File: config.mk
export PLATFORM = sky130hd
export DESIGN_NAME = sync_mode_ctrl
export DESIGN_NICKNAME = d
export VERILOG_FILES = /design/src/rtl/sync_mode_pkg.sv /design/src/rtl/mode_sat_cnt.sv /design/src/rtl/sync_noise_det.sv /design/src/rtl/sync_mode_fsm.sv /design/src/rtl/sync_mode_ctrl.sv
export SDC_FILE = /design/constraint.sdc
export NUM_CORES = 1
export LEC_CHECK = 0
export BUFFER_PORTS_ARGS = -buffer_cell sky130_fd_sc_hd__buf_2
export CAP_MARGIN = 5
export CORE_UTILIZATION = 45
export CTS_CLUSTER_DIAMETER = 80
export DETAILED_ROUTE_END_ITERATION = 10
export PLACE_DENSITY = 0.73
export SYNTH_ARGS = -nofsm -noshare
export SYNTH_HDL_FRONTEND = slang
export SYNTH_HIERARCHICAL = 1
export SYNTH_SLANG_ARGS = --single-unit
File: constraint.sdc
create_clock -name clk_i -period 2.38 [get_ports clk_i]
set_clock_uncertainty 0.1 [all_clocks]
set_input_delay 0.595 -clock clk_i [delete_from_list [all_inputs] [get_ports clk_i]]
set_output_delay 0.595 -clock clk_i [all_outputs]
set_load 0.01 [all_outputs]
File: src/rtl/sync_mode_pkg.sv
package sync_mode_pkg;
  typedef enum logic {
    MODE_FOLLOW = 1'b0,
    MODE_FIXED  = 1'b1
  } mode_e;
endpackage

File: src/rtl/mode_sat_cnt.sv
module mode_sat_cnt #(
  parameter int W = 3
) (
  input  logic         clk_i,
  input  logic         rst_ni,
  input  logic         clr_i,
  input  logic         inc_i,
  output logic [W-1:0] cnt_o
);
  localparam logic [W-1:0] MAX = '1;

  logic [W-1:0] cnt_q;

  always_ff @(posedge clk_i or negedge rst_ni) begin
    if (!rst_ni)                      cnt_q <= '0;
    else if (clr_i)                   cnt_q <= '0;
    else if (inc_i && cnt_q != MAX)   cnt_q <= cnt_q + 1'b1;
  end

  assign cnt_o = cnt_q;

  assert_sat_hold_R3: assert property (@(posedge clk_i) disable iff (!rst_ni)
    (cnt_q == MAX && inc_i && !clr_i) |=> cnt_q == MAX);
  assert_clr_zero_R4: assert property (@(posedge clk_i) disable iff (!rst_ni)
    clr_i |=> cnt_q == '0);
endmodule

File: src/rtl/sync_noise_det.sv
module sync_noise_det #(
  parameter int NOISE_W = 3
) (
  input  logic               clk_i,
  input  logic               rst_ni,
  input  logic               vsync_i,
  input  logic               scan_win_i,
  input  logic               field_end_i,
  output logic               sync_rise_o,
  output logic [NOISE_W-1:0] noise_cnt_o
);
  localparam logic [NOISE_W-1:0] NMAX = '1;

  logic               vsync_q;
  logic [NOISE_W-1:0] noise_q;

  assign sync_rise_o = vsync_i & ~vsync_q;

  always_ff @(posedge clk_i or negedge rst_ni) begin
    if (!rst_ni) begin
      vsync_q <= 1'b0;
      noise_q <= '0;
    end else begin
      vsync_q <= vsync_i;
      if (field_end_i)
        noise_q <= '0;
      else if (sync_rise_o && scan_win_i && noise_q != NMAX)
        noise_q <= noise_q + 1'b1;
    end
  end

  assign noise_cnt_o = noise_q;

  assert_noise_clear_R7: assert property (@(posedge clk_i) disable iff (!rst_ni)
    field_end_i |=> noise_q == '0);
  assert_noise_window_R7: assert property (@(posedge clk_i) disable iff (!rst_ni)
    (!scan_win_i && !field_end_i) |=> $stable(noise_q));
endmodule

File: src/rtl/sync_mode_fsm.sv
module sync_mode_fsm
  import sync_mode_pkg::*;
#(
  parameter int CNT_W        = 3,
  parameter int ENTER_FIELDS = 7,
  parameter int EXIT_FIELDS  = 7,
  parameter int SERR_W       = 4,
  parameter int MIN_SERR     = 9,
  parameter int NOISE_W      = 3,
  parameter int NOISE_MIN    = 2
) (
  input  logic               clk_i,
  input  logic               rst_ni,
  input  logic               field_end_i,
  input  logic               coin_i,
  input  logic [SERR_W-1:0]  serr_i,
  input  logic [NOISE_W-1:0] noise_cnt_i,
  input  logic               force_async_i,
  output mode_e              mode_o
);
  localparam logic [SERR_W-1:0]  SERR_TH   = SERR_W'(MIN_SERR);
  localparam logic [NOISE_W-1:0] NOISE_TH  = NOISE_W'(NOISE_MIN);
  localparam logic [CNT_W-1:0]   ENTER_TOP = CNT_W'(ENTER_FIELDS - 1);
  localparam logic [CNT_W-1:0]   EXIT_TOP  = CNT_W'(EXIT_FIELDS - 1);

  mode_e       mode_q, mode_d;
  logic        arm_q, arm_d;
  logic        good, fast;
  logic        conf_clr, conf_inc, miss_clr, miss_inc;
  logic [CNT_W-1:0] conf_cnt, miss_cnt;

  assign good = coin_i && (serr_i >= SERR_TH);
  assign fast = arm_q || (noise_cnt_i >= NOISE_TH);

  always_comb begin
    mode_d   = mode_q;
    arm_d    = arm_q;
    conf_clr = 1'b0;
    conf_inc = 1'b0;
    miss_clr = 1'b0;
    miss_inc = 1'b0;
    if (field_end_i) begin
      if (mode_q == MODE_FOLLOW) begin
        miss_clr = 1'b1;
        if (force_async_i) begin
          conf_clr = 1'b1;
          arm_d    = 1'b0;
        end else if ((good && conf_cnt == ENTER_TOP) || (coin_i && fast)) begin
          mode_d   = MODE_FIXED;
          conf_clr = 1'b1;
          arm_d    = 1'b0;
        end else begin
          conf_inc = good;
          conf_clr = !good;
          arm_d    = fast;
        end
      end else begin
        conf_clr = 1'b1;
        arm_d    = 1'b0;
        if (force_async_i) begin
          mode_d   = MODE_FOLLOW;
          miss_clr = 1'b1;
        end else if (good) begin
          miss_clr = 1'b1;
        end else if (miss_cnt == EXIT_TOP) begin
          mode_d   = MODE_FOLLOW;
          miss_clr = 1'b1;
        end else begin
          miss_inc = 1'b1;
        end
      end
    end
  end

  always_ff @(posedge clk_i or negedge rst_ni) begin
    if (!rst_ni) begin
      mode_q <= MODE_FOLLOW;
      arm_q  <= 1'b0;
    end else begin
      mode_q <= mode_d;
      arm_q  <= arm_d;
    end
  end

  mode_sat_cnt #(.W(CNT_W)) i_conf_cnt (
    .clk_i (clk_i), .rst_ni(rst_ni), .clr_i(conf_clr), .inc_i(conf_inc), .cnt_o(conf_cnt)
  );

  mode_sat_cnt #(.W(CNT_W)) i_miss_cnt (
    .clk_i (clk_i), .rst_ni(rst_ni), .clr_i(miss_clr), .inc_i(miss_inc), .cnt_o(miss_cnt)
  );

  assign mode_o = mode_q;

  assert_mode_at_boundary_R9: assert property (@(posedge clk_i) disable iff (!rst_ni)
    !field_end_i |=> $stable(mode_q));
  assert_force_follow_R8: assert property (@(posedge clk_i) disable iff (!rst_ni)
    (field_end_i && force_async_i) |=> mode_q == MODE_FOLLOW);
  assert_exit_seventh_R5: assert property (@(posedge clk_i) disable iff (!rst_ni)
    (field_end_i && mode_q == MODE_FIXED && !good && miss_cnt == EXIT_TOP)
      |=> mode_q == MODE_FOLLOW);
  assert_hold_on_good_R5: assert property (@(posedge clk_i) disable iff (!rst_ni)
    (field_end_i && mode_q == MODE_FIXED && good && !force_async_i)
      |=> mode_q == MODE_FIXED);
  assert_fast_enter_R6: assert property (@(posedge clk_i) disable iff (!rst_ni)
    (field_end_i && mode_q == MODE_FOLLOW && !force_async_i && coin_i && fast)
      |=> mode_q == MODE_FIXED);
  assert_no_arm_in_fixed_R6: assert property (@(posedge clk_i) disable iff (!rst_ni)
    (mode_q == MODE_FIXED && field_end_i) |=> !arm_q);
endmodule

File: src/rtl/sync_mode_ctrl.sv
module sync_mode_ctrl
  import sync_mode_pkg::*;
#(
  parameter int CNT_W        = 3,
  parameter int ENTER_FIELDS = 7,
  parameter int EXIT_FIELDS  = 7,
  parameter int SERR_W       = 4,
  parameter int MIN_SERR     = 9,
  parameter int NOISE_W      = 3,
  parameter int NOISE_MIN    = 2
) (
  input  logic              clk_i,
  input  logic              rst_ni,
  input  logic              field_end_i,
  input  logic              coin_i,
  input  logic [SERR_W-1:0] serr_cnt_i,
  input  logic              scan_win_i,
  input  logic              vsync_i,
  input  logic              force_async_i,
  output logic              fixed_mode_o,
  output logic              cnt_reset_o
);
  logic               sync_rise;
  logic [NOISE_W-1:0] noise_cnt;
  mode_e              mode;
  logic               rst_req_q;

  sync_noise_det #(.NOISE_W(NOISE_W)) i_noise (
    .clk_i      (clk_i),
    .rst_ni     (rst_ni),
    .vsync_i    (vsync_i),
    .scan_win_i (scan_win_i),
    .field_end_i(field_end_i),
    .sync_rise_o(sync_rise),
    .noise_cnt_o(noise_cnt)
  );

  sync_mode_fsm #(
    .CNT_W(CNT_W), .ENTER_FIELDS(ENTER_FIELDS), .EXIT_FIELDS(EXIT_FIELDS),
    .SERR_W(SERR_W), .MIN_SERR(MIN_SERR), .NOISE_W(NOISE_W), .NOISE_MIN(NOISE_MIN)
  ) i_fsm (
    .clk_i        (clk_i),
    .rst_ni       (rst_ni),
    .field_end_i  (field_end_i),
    .coin_i       (coin_i),
    .serr_i       (serr_cnt_i),
    .noise_cnt_i  (noise_cnt),
    .force_async_i(force_async_i),
    .mode_o       (mode)
  );

  always_ff @(posedge clk_i or negedge rst_ni) begin
    if (!rst_ni) rst_req_q <= 1'b0;
    else         rst_req_q <= sync_rise && (mode == MODE_FOLLOW);
  end

  assign fixed_mode_o = (mode == MODE_FIXED);
  assign cnt_reset_o  = rst_req_q;

  assert_req_follow_only_R10: assert property (@(posedge clk_i) disable iff (!rst_ni)
    (mode == MODE_FIXED) |=> !rst_req_q);
  assert_req_single_R10: assert property (@(posedge clk_i) disable iff (!rst_ni)
    rst_req_q |=> !rst_req_q);
endmodule

==> flow_summary.json, run 1 <==
{
  "status": "completed",
  "rr_startpoint": "i_fsm/arm_q$_DFFE_PN0P_",
  "drv_cap": 0,
  "clk-insertion-delay-late_ps": 280,
  "critical_path.cell_chain": "or3_4 > a211o_1 > nor4b_1 > nor2b_4 > mux2_4",
  "chipHeight_um": 45.2,
  "worst_slew_pin_slew_ps": 586,
  "drc_errors": 0,
  "ys_top_cells_by_area": "dfrtp_1 39%, ha_1 9.0%, nand2b_1 6.0%",
  "path_clk_slew_ps": 80,
  "port_buffers": 12,
  "worst_r2r_path_depth": 5,
  "grt_max_degree": 17,
  "worstSetupPathType": "reg -> reg",
  "fin_nets": 110,
  "rrSetupSlack_ps": 170,
  "crit_path_start": "i_fsm/arm_q$_DFFE_PN0P_",
  "p_comb_share_pct": 22.0,
  "setup_violations": 0,
  "arrival_ps": 2270,
  "first_pass_iters": 4,
  "placed_cells": 113,
  "synth-seq-area-share_pct": 38.8,
  "grt_pass1_wl_mm": 2.56,
  "drive_above_1_share_pct": 30.4,
  "overflow": 0,
  "pre_cts_slack_ps": 79.4,
  "cts.repair.resized": 0,
  "fmax_mhz": 453,
  "areaGrowthSynthToFinish_pct": 16.4,
  "cts.htree.levels": 1,
  "ys_ff_latch": 13,
  "max_stage_delay_ps": 390,
  "min_path_type": "in -> async",
  "critPathBufInv": 0,
  "synth_ff_type": "dfrtp_1",
  "vias": 649,
  "synth_edf_count": 0,
  "cp.required_ps": 2440,
  "period_needed_ps": 2210,
  "clkPwrFrac_pct": 26.3,
  "hpwl_mm": 1.17,
  "fin_ws_ps": 172,
  "cts_setup_buffers": 0,
  "net-switching-power_mw": 0.153,
  "place.gp.congestion": 0.755,
  "tns_ps": 0,
  "antenna_cells": 0,
  "vdd_drop_max_uv": 229,
  "end_kind": "register",
  "switching_share_pct": 29.7,
  "fin_util_pct": 55.9,
  "nFillCells": 161,
  "leakage_nw": 0.470,
  "final_cells": 117,
  "clock_path_buffers": 2,
  "power_frac_seq_pct": 51.7,
  "finalHoldViolations": 0,
  "start_kind": "register",
  "path_delay_family": "simple AND/OR/NAND/NOR gates",
  "finalMaxSlewViolations": 0,
  "start_util_pct": 48.0,
  "wirelength_mm": 1.51,
  "pin_count": 13,
  "yosys.area.top_type": "dfrtp_1",
  "total_power_mw": 0.517,
  "wl_per_cell_um": 12.9,
  "cts.sinks": 13,
  "cts_root_buf": "clkbuf_4",
  "slew_headroom_pct": 60.6,
  "syn_nets": 91,
  "yosysWarningCount": 6,
  "num_rows": 15,
  "p_int_mw": 0.363,
  "syn-cell-area_um2": 838,
  "synth.top_cell.area_share_pct": 38.8,
  "worstReg2RegEnd": "i_fsm/i_conf_cnt/cnt_o[0]$_DFFE_PN0P_",
  "avgSynthCellArea_um2": 11.3,
  "via_per_inst": 5.55,
  "ys_types": 30,
  "crit_fanout": 3,
  "antenna_found_initial": 0,
  "synthArstFlopShare_pct": 100,
  "rsz0062_at_grt": "false",
  "grt_util_all_layers_pct": 18.3,
  "die-area_um2": 2040,
  "cts_tree": "done",
  "synth_cells": 74,
  "core_um2": 1750,
  "drt-initial-drc-count": 20,
  "grt_pass1_vias": 632,
  "die_w_um": 45.2,
  "powerDensity_nw_per_um2": 529,
  "cts_buffers": 3,
  "finalCritPeriodShare_pct": 92.8,
  "postRouteAntennaNets": 0,
  "crit_path_top_delay_cell": "dfrtp_1",
  "cts-hold-fix-buffers": 0
}
-- registers in the layout, indices dropped and copies added, names as in the netlist --
register                cells
i_fsm/arm_q                 1
i_noise/vsync_q             1
i_fsm/mode_o                1
i_noise/noise_cnt_o         3
i_fsm/i_conf_cnt/cnt_o      3
cnt_reset_o                 1
i_fsm/i_miss_cnt/cnt_o      3
-- logic make-up after synthesis --
| kind of cell | Yosys count | synth area share [%] |
|---|---|---|
| simple gates | 32 | 30.4 |
| compound gates | 15 | 12.7 |
| flops | 13 | 38.8 |
| fa+ha+maj | 6 | 8.95 |
| mux | 5 | 7.76 |
| buf+inv | 3 | 1.34 |
-- Yosys cell counts (2+ instances only) --
library cell  number
nand2_1            2
o21ai_0            2
mux2i_1            2
nor2b_4            3
nor2_1             3
mux2_4             3
o21ai_1            4
and3_1             2
nor2b_1            4
ha_1               6
nand2b_1           8
inv_1              2
nand4bb_1          4
dfrtp_1           13
-- power groups by stage --
stage / Clock, mW / Sequential, mW / Combinational [mW]
after floorplan: 0 / 0.271 / 0.0704
after global placement: 0 / 0.270 / 0.110
after detailed placement: 0 / 0.271 / 0.115
after CTS: 0.143 / 0.267 / 0.115
after global routing: 0.151 / 0.272 / 0.127
final: 0.136 / 0.267 / 0.114
-- through the flow --
stage	cell area [um^2]	hold slack (ps)
after CTS	976	87.7
after detailed placement	948	402
after global routing	976	103
after global placement	948	393
final	976	91.4
after floorplan	838	199
-- cell type report --
type | instances | area, um^2 | share of cell area [%]
Multi-Input combinational cell | 58 | 502 | 51.4
Timing Repair Buffer | 15 | 82.6 | 8.46
Inverter | 2 | 7.51 | 0.769
Clock inverter | 1 | 5.00 | 0.513
Clock buffer | 3 | 22.5 | 2.31
Tap cell | 25 | 31.3 | 3.21
Sequential cell | 13 | 325 | 33.3
-- routing by layer --
layer	up-vias	track usage (%)	part of all wire, %
met2	23	30.4	48
li1	313	-	-
met1	311	20.8	45
met5	-	0	0
met3	2	2.40	5.2
met4	0	14.5	1.8
-- cells in the final DEF (no fill, tap or decap), types with 2 or more instances in the layout --
| cell | netlist | routed |
|---|---|---|
| and3_1 | 2 | 2 |
| buf_2 | 0 | 12 |
| buf_4 | 0 | 3 |
| clkbuf_4 | 0 | 3 |
| dfrtp_1 | 13 | 13 |
| ha_1 | 6 | 6 |
| inv_1 | 2 | 2 |
| mux2_4 | 3 | 3 |
| mux2i_1 | 2 | 2 |
| nand2_1 | 2 | 2 |
| nand2b_1 | 8 | 8 |
| nand4bb_1 | 4 | 4 |
| nor2_1 | 3 | 3 |
| nor2b_1 | 4 | 4 |
| nor2b_4 | 3 | 3 |
| o21ai_0 | 2 | 2 |
| o21ai_1 | 4 | 4 |
-- worst max-delay path by stage --
stage                     cells after the start  slack (ps)                               endpoint
after floorplan                               5         180  i_fsm/i_conf_cnt/cnt_o[0]$_DFFE_PN0P_
after global placement                        6          90  i_fsm/i_miss_cnt/cnt_o[0]$_DFFE_PN0P_
after detailed placement                      6          80  i_fsm/i_miss_cnt/cnt_o[0]$_DFFE_PN0P_
after CTS                                     5         150  i_fsm/i_conf_cnt/cnt_o[0]$_DFFE_PN0P_
after global routing                          5          50  i_fsm/i_conf_cnt/cnt_o[0]$_DFFE_PN0P_
final                                         5         170  i_fsm/i_conf_cnt/cnt_o[0]$_DFFE_PN0P_
-- worst register-to-register path, stage by stage, from the launching register on --
cell and delay, ps:
dfrtp_1 390, or3_4 390, a211o_1 330, nor4b_1 340, nor2b_4 250, mux2_4 300
Power figures use the tool's default switching activity.
==> run 2: changes to the inputs <==
--- a/config.mk
+++ b/config.mk
@@ -8,9 +8,10 @@
 export BUFFER_PORTS_ARGS = -buffer_cell sky130_fd_sc_hd__buf_2
 export CAP_MARGIN = 5
 export CORE_UTILIZATION = 45
-export CTS_CLUSTER_DIAMETER = 80
+export CTS_CLUSTER_DIAMETER = 40
 export DETAILED_ROUTE_END_ITERATION = 10
 export PLACE_DENSITY = 0.73
+export SLEW_MARGIN = 40
 export SYNTH_ARGS = -nofsm -noshare
 export SYNTH_HDL_FRONTEND = slang
 export SYNTH_HIERARCHICAL = 1
==> constraint.sdc (replaced) <==
create_clock -name clk_i -period 2.7 [get_ports clk_i]
set_clock_uncertainty 0.1 [all_clocks]
set_input_delay 0.675 -clock clk_i [delete_from_list [all_inputs] [get_ports clk_i]]
set_output_delay 0.675 -clock clk_i [all_outputs]
set_load 0.01 [all_outputs]
==> run 2 against run 1 <==
Effect of this change:
- total power decreased by 12%
- count of clock-buffer cells in the layout increased by 1
- core utilization decreased by 0.93 points
- non-clock buffer count decreased by 2
==> flow_summary.json, run 2 (same netlist as run 1, synthesis figures left out) <==
{
  "status": "completed",
  "max_stage_delay_ps": 420,
  "chipHeight_um": 45.2,
  "tns_ps": 0,
  "die_w_um": 45.2,
  "num_rows": 15,
  "via_per_inst": 5.48,
  "crit_path_top_delay_cell": "dfrtp_1",
  "path_clk_slew_ps": 80,
  "clk-insertion-delay-late_ps": 270,
  "multi_input_area_um2": 502,
  "cts.repair.resized": 0,
  "cts_root_buf": "clkbuf_4",
  "wirelength_mm": 1.49,
  "cts.sinks": 13,
  "first_pass_iters": 4,
  "drive_above_1_share_pct": 27.8,
  "clock_path_buffers": 2,
  "grt_util_all_layers_pct": 17.6,
  "min_path_type": "in -> async",
  "powerDensity_nw_per_um2": 473,
  "vdd_drop_max_uv": 268,
  "cts_buffers": 3,
  "fin_nets": 108,
  "place.gp.congestion": 0.816,
  "overflow": 0,
  "areaGrowthSynthToFinish_pct": 14.5,
  "rsz0062_at_grt": "false",
  "die-area_um2": 2040,
  "vias": 630,
  "cp.required_ps": 2760,
  "antenna_cells": 0,
  "setup_violations": 0,
  "finalHoldViolations": 0,
  "worstSetupPathType": "reg -> reg",
  "finalCritPeriodShare_pct": 83.6,
  "hpwl_mm": 1.13,
  "crit_fanout": 4,
  "pin_count": 13,
  "fmax_mhz": 443,
  "worst_r2r_path_depth": 6,
  "worst_slew_pin_slew_ps": 616,
  "port_buffers": 12,
  "cts_setup_buffers": 0,
  "end_kind": "register",
  "layout_common_cells": "13 x dfrtp_1, 12 x buf_2, 8 x nand2b_1",
  "drc_errors": 0,
  "final_common_cell": "dfrtp_1",
  "wl_per_cell_um": 13.0,
  "nFillCells": 165,
  "cts.htree.levels": 1,
  "leakage_nw": 0.458,
  "postRouteAntennaNets": 0,
  "area.sequential_um2": 325,
  "grt_pass1_vias": 601,
  "fin_util_pct": 55.0,
  "cts_tree": "done",
  "core_um2": 1750,
  "drv_cap": 0,
  "start_util_pct": 48.0,
  "grt_pass1_wl_mm": 2.42,
  "slew_headroom_pct": 58.4,
  "drt-initial-drc-count": 17,
  "grt_max_degree": 17,
  "arrival_ps": 2320,
  "finalMaxSlewViolations": 0,
  "start_kind": "register",
  "critical_path.cell_chain": "or3_4 > a211o_1 > nor4b_1 > buf_4 > nor2b_4 > mux2_4",
  "cts-hold-fix-buffers": 0,
  "period_needed_ps": 2260,
  "antenna_found_initial": 0
}
-- run 2: cell count changes in the layout (fill, tap and decap cells not counted), sizes merged --
| cell | before | now |
|---|---|---|
| clkinv | 1 | 0 |
| buf | 15 | 13 |
| clkbuf | 3 | 4 |
-- run 2: stage by stage --
stage	instances	power (mW)	worst slack, ps	instance area (um^2)	hold WS, ps
after floorplan	74	0.301	501	838	279
final	115	0.454	442	960	177
after global placement	111	0.335	301	933	418
after CTS	115	0.461	435	960	182
after detailed placement	111	0.339	192	933	424
after global routing	115	0.486	346	960	182
-- run 2: worst paths after layout --
path | from | to | slack, ps
min in group clk_i | i_noise/vsync_q$_DFF_PN0_ | cnt_reset_o$_DFF_PN0_ | 430
worst min register to register | i_noise/vsync_q$_DFF_PN0_ | cnt_reset_o$_DFF_PN0_ | 430
worst min-delay path | rst_ni | i_noise/vsync_q$_DFF_PN0_ | 180
max in group asynchronous | rst_ni | i_fsm/i_conf_cnt/cnt_o[0]$_DFFE_PN0P_ | 2090
worst max register to register | i_noise/noise_cnt_o[2]$_DFFE_PN0P_ | i_fsm/i_conf_cnt/cnt_o[0]$_DFFE_PN0P_ | 440
worst max-delay path | i_noise/noise_cnt_o[2]$_DFFE_PN0P_ | i_fsm/i_conf_cnt/cnt_o[0]$_DFFE_PN0P_ | 440
-- run 2: where the power goes --
part	switching, mW	internal (mW)
registers	0.0249	0.211
clock network	0.0624	0.0572
logic	0.0452	0.0537
total	0.132	0.321
-- run 2: cell type report --
type                            instances  area share, %
Timing Repair Buffer                   13           7.04
Multi-Input combinational cell         58           52.3
Sequential cell                        13           33.9
Tap cell                               25           3.26
Inverter                                2          0.782
Clock buffer                            4           2.74
-- run 2: per-layer routing --
metal / track usage (%) / part of all wire [%] / vias up
met5: 0 / 0 / -
met4: 14.5 / 1.8 / 0
met3: 3.60 / 2.9 / 2
met2: 28.1 / 47 / 15
met1: 20.0 / 48 / 301
li1: - / - / 312
-- run 2: worst max-delay path: cells and delay by family, from the launching register on --
family          cells  cell delay, ps
compound gates      1             330
buf+inv             1             180
flops               1             420
mux                 1             300
simple gates        3             820
==> run 3: changes to the inputs <==
==> constraint.sdc (replaced) <==
create_clock -name clk_i -period 2.1 [get_ports clk_i]
set_clock_uncertainty 0.1 [all_clocks]
set_input_delay 0.525 -clock clk_i [delete_from_list [all_inputs] [get_ports clk_i]]
set_output_delay 0.525 -clock clk_i [all_outputs]
set_load 0.01 [all_outputs]
==> run 3 against run 2 <==
Effect of this change:
- maximum frequency is 10% higher
- core utilization increased by 4.4 points
- register-to-register slack worse by 400 ps
- critical endpoint unchanged
==> flow_summary.json, run 3 (same netlist as run 1, synthesis figures left out) <==
{
  "met2_length_um": 762,
  "path_clk_slew_ps": 90,
  "setup_violations": 0,
  "drv_cap": 0,
  "num_rows": 15,
  "wl_per_cell_um": 12.8,
  "grt_util_all_layers_pct": 17.6,
  "grt_pass1_wl_mm": 2.50,
  "cp.required_ps": 2170,
  "min_path_type": "in -> async",
  "status": "completed",
  "period_needed_ps": 2050,
  "first_pass_iters": 4,
  "switching_share_pct": 30.3,
  "pin_count": 13,
  "worstSetupPathType": "reg -> reg",
  "antenna_cells": 0,
  "final_common_cell": "dfrtp_1",
  "place.gp.congestion": 0.776,
  "vdd_drop_max_uv": 380,
  "crit_path_top_delay_cell": "dfrtp_1",
  "end_kind": "register",
  "rsz0062_at_grt": "true",
  "finalMaxSlewViolations": 0,
  "arrival_ps": 2130,
  "antenna_found_initial": 0,
  "clock_path_buffers": 2,
  "cts_buffers": 3,
  "layout_common_cells": "13 x dfrtp_1, 12 x buf_2, 9 x buf_4",
  "hpwl_mm": 1.23,
  "fin_nets": 116,
  "p_comb_share_pct": 29.4,
  "stdcell_area_um2": 1040,
  "vias": 668,
  "start_util_pct": 48.0,
  "core_um2": 1750,
  "critical_path.cell_chain": "or3_4 > a211o_1 > nor4b_4 > nor2b_4 > mux2_4",
  "crit_fanout": 2,
  "finalCritPeriodShare_pct": 97.8,
  "cts_setup_buffers": 0,
  "placed_area_um2": 1000,
  "met1_length_um": 704,
  "chipHeight_um": 45.2,
  "grt_max_degree": 17,
  "drc_errors": 0,
  "finalHoldViolations": 0,
  "p_int_mw": 0.438,
  "met3_length_um": 90,
  "die-area_um2": 2040,
  "cts.htree.levels": 1,
  "postRouteAntennaNets": 0,
  "net-switching-power_mw": 0.191,
  "cts_tree": "done",
  "placed_cells": 119,
  "max_stage_delay_ps": 390,
  "cts.sinks": 13,
  "worst_slew_pin_slew_ps": 573,
  "port_buffers": 12,
  "fmax_mhz": 487,
  "die_w_um": 45.2,
  "areaGrowthSynthToFinish_pct": 23.6,
  "grt_pass1_vias": 648,
  "cts_root_buf": "clkbuf_4",
  "tns_ps": 0,
  "start_kind": "register",
  "overflow": 0,
  "final_cells": 123,
  "cts-hold-fix-buffers": 0,
  "drt-initial-drc-count": 17,
  "leakage_nw": 0.507,
  "clkPwrFrac_pct": 25.3,
  "clk-insertion-delay-late_ps": 280,
  "slew_headroom_pct": 61.4,
  "drive_above_1_share_pct": 35.7,
  "power_frac_seq_pct": 45.3,
  "via_per_inst": 5.43,
  "wirelength_mm": 1.58,
  "top_layer": "met4",
  "powerDensity_nw_per_um2": 607
}
-- run 3: cell count changes in the layout (fill, tap and decap cells not counted), sizes merged --
cell | before | now
clkinv | 0 | 1
clkbuf | 4 | 3
buf | 13 | 21
-- run 3: final cells by class --
class                      count  area [um^2]
inverter                       2         7.51
tap                           25         31.3
sequential                    13          325
fill                         153          709
timing repair buffer          21          128
multi-input combinational     58          517
clock inverter                 1         5.00
clock buffer                   3         22.5
-- run 3: timing repair --
item / 4_1_cts / 5_1_grt
gates resized for setup: 1 / 0
endpoints found under the setup margin: 1 / 1
pin swaps: 1 / 0
-- run 3: stage by stage --
| step | utilization (%) | hold slack, ps | total power [mW] | worst slack (ps) |
|---|---|---|---|---|
| after global routing | 59.4 | 29.1 | 0.661 | -33.1 |
| after global placement | 57.3 | 330 | 0.464 | -3.90 |
| final | 59.4 | 13.3 | 0.629 | 46.9 |
| after floorplan | - | 129 | 0.389 | -30.8 |
| after CTS | 59.4 | 26.0 | 0.633 | 34.4 |
| after detailed placement | 57.3 | 328 | 0.470 | -31.1 |
-- run 3: final timing paths --
kind,slack (ps),end,start,cells after the start
setup reg to reg,50,i_fsm/i_conf_cnt/cnt_o[0]$_DFFE_PN0P_,i_fsm/arm_q$_DFFE_PN0P_,5
hold / removal,10,i_fsm/arm_q$_DFFE_PN0P_,rst_ni,1
setup / recovery,50,i_fsm/i_conf_cnt/cnt_o[0]$_DFFE_PN0P_,i_fsm/arm_q$_DFFE_PN0P_,5
max in group asynchronous,1650,i_fsm/i_miss_cnt/cnt_o[0]$_DFFE_PN0P_,rst_ni,1
hold reg to reg,430,cnt_reset_o$_DFF_PN0_,i_noise/vsync_q$_DFF_PN0_,2
min in group clk_i,280,i_noise/vsync_q$_DFF_PN0_,vsync_i,1
-- run 3: critical path: cells and delay by family (launching register included) --
kind / cells / cell delay (ps)
flip-flops: 1 / 390
AND/OR/NAND/NOR: 3 / 860
AO/OA/AOI/OAI: 1 / 310
multiplexers: 1 / 300
-- run 3: power by group through the flow --
stage	clock [mW]	sequential (mW)	combinational, mW
after floorplan	0	0.307	0.0814
after global placement	0	0.289	0.176
after detailed placement	0	0.289	0.181
after CTS	0.161	0.285	0.186
after global routing	0.171	0.289	0.201
final	0.159	0.285	0.185
-- run 3: metal layers --
layer,GRT usage [%],vias to the layer above
met5,0,-
met4,5.45,0
met1,17.3,323
met2,33.9,18
met3,6.00,2
li1,-,325
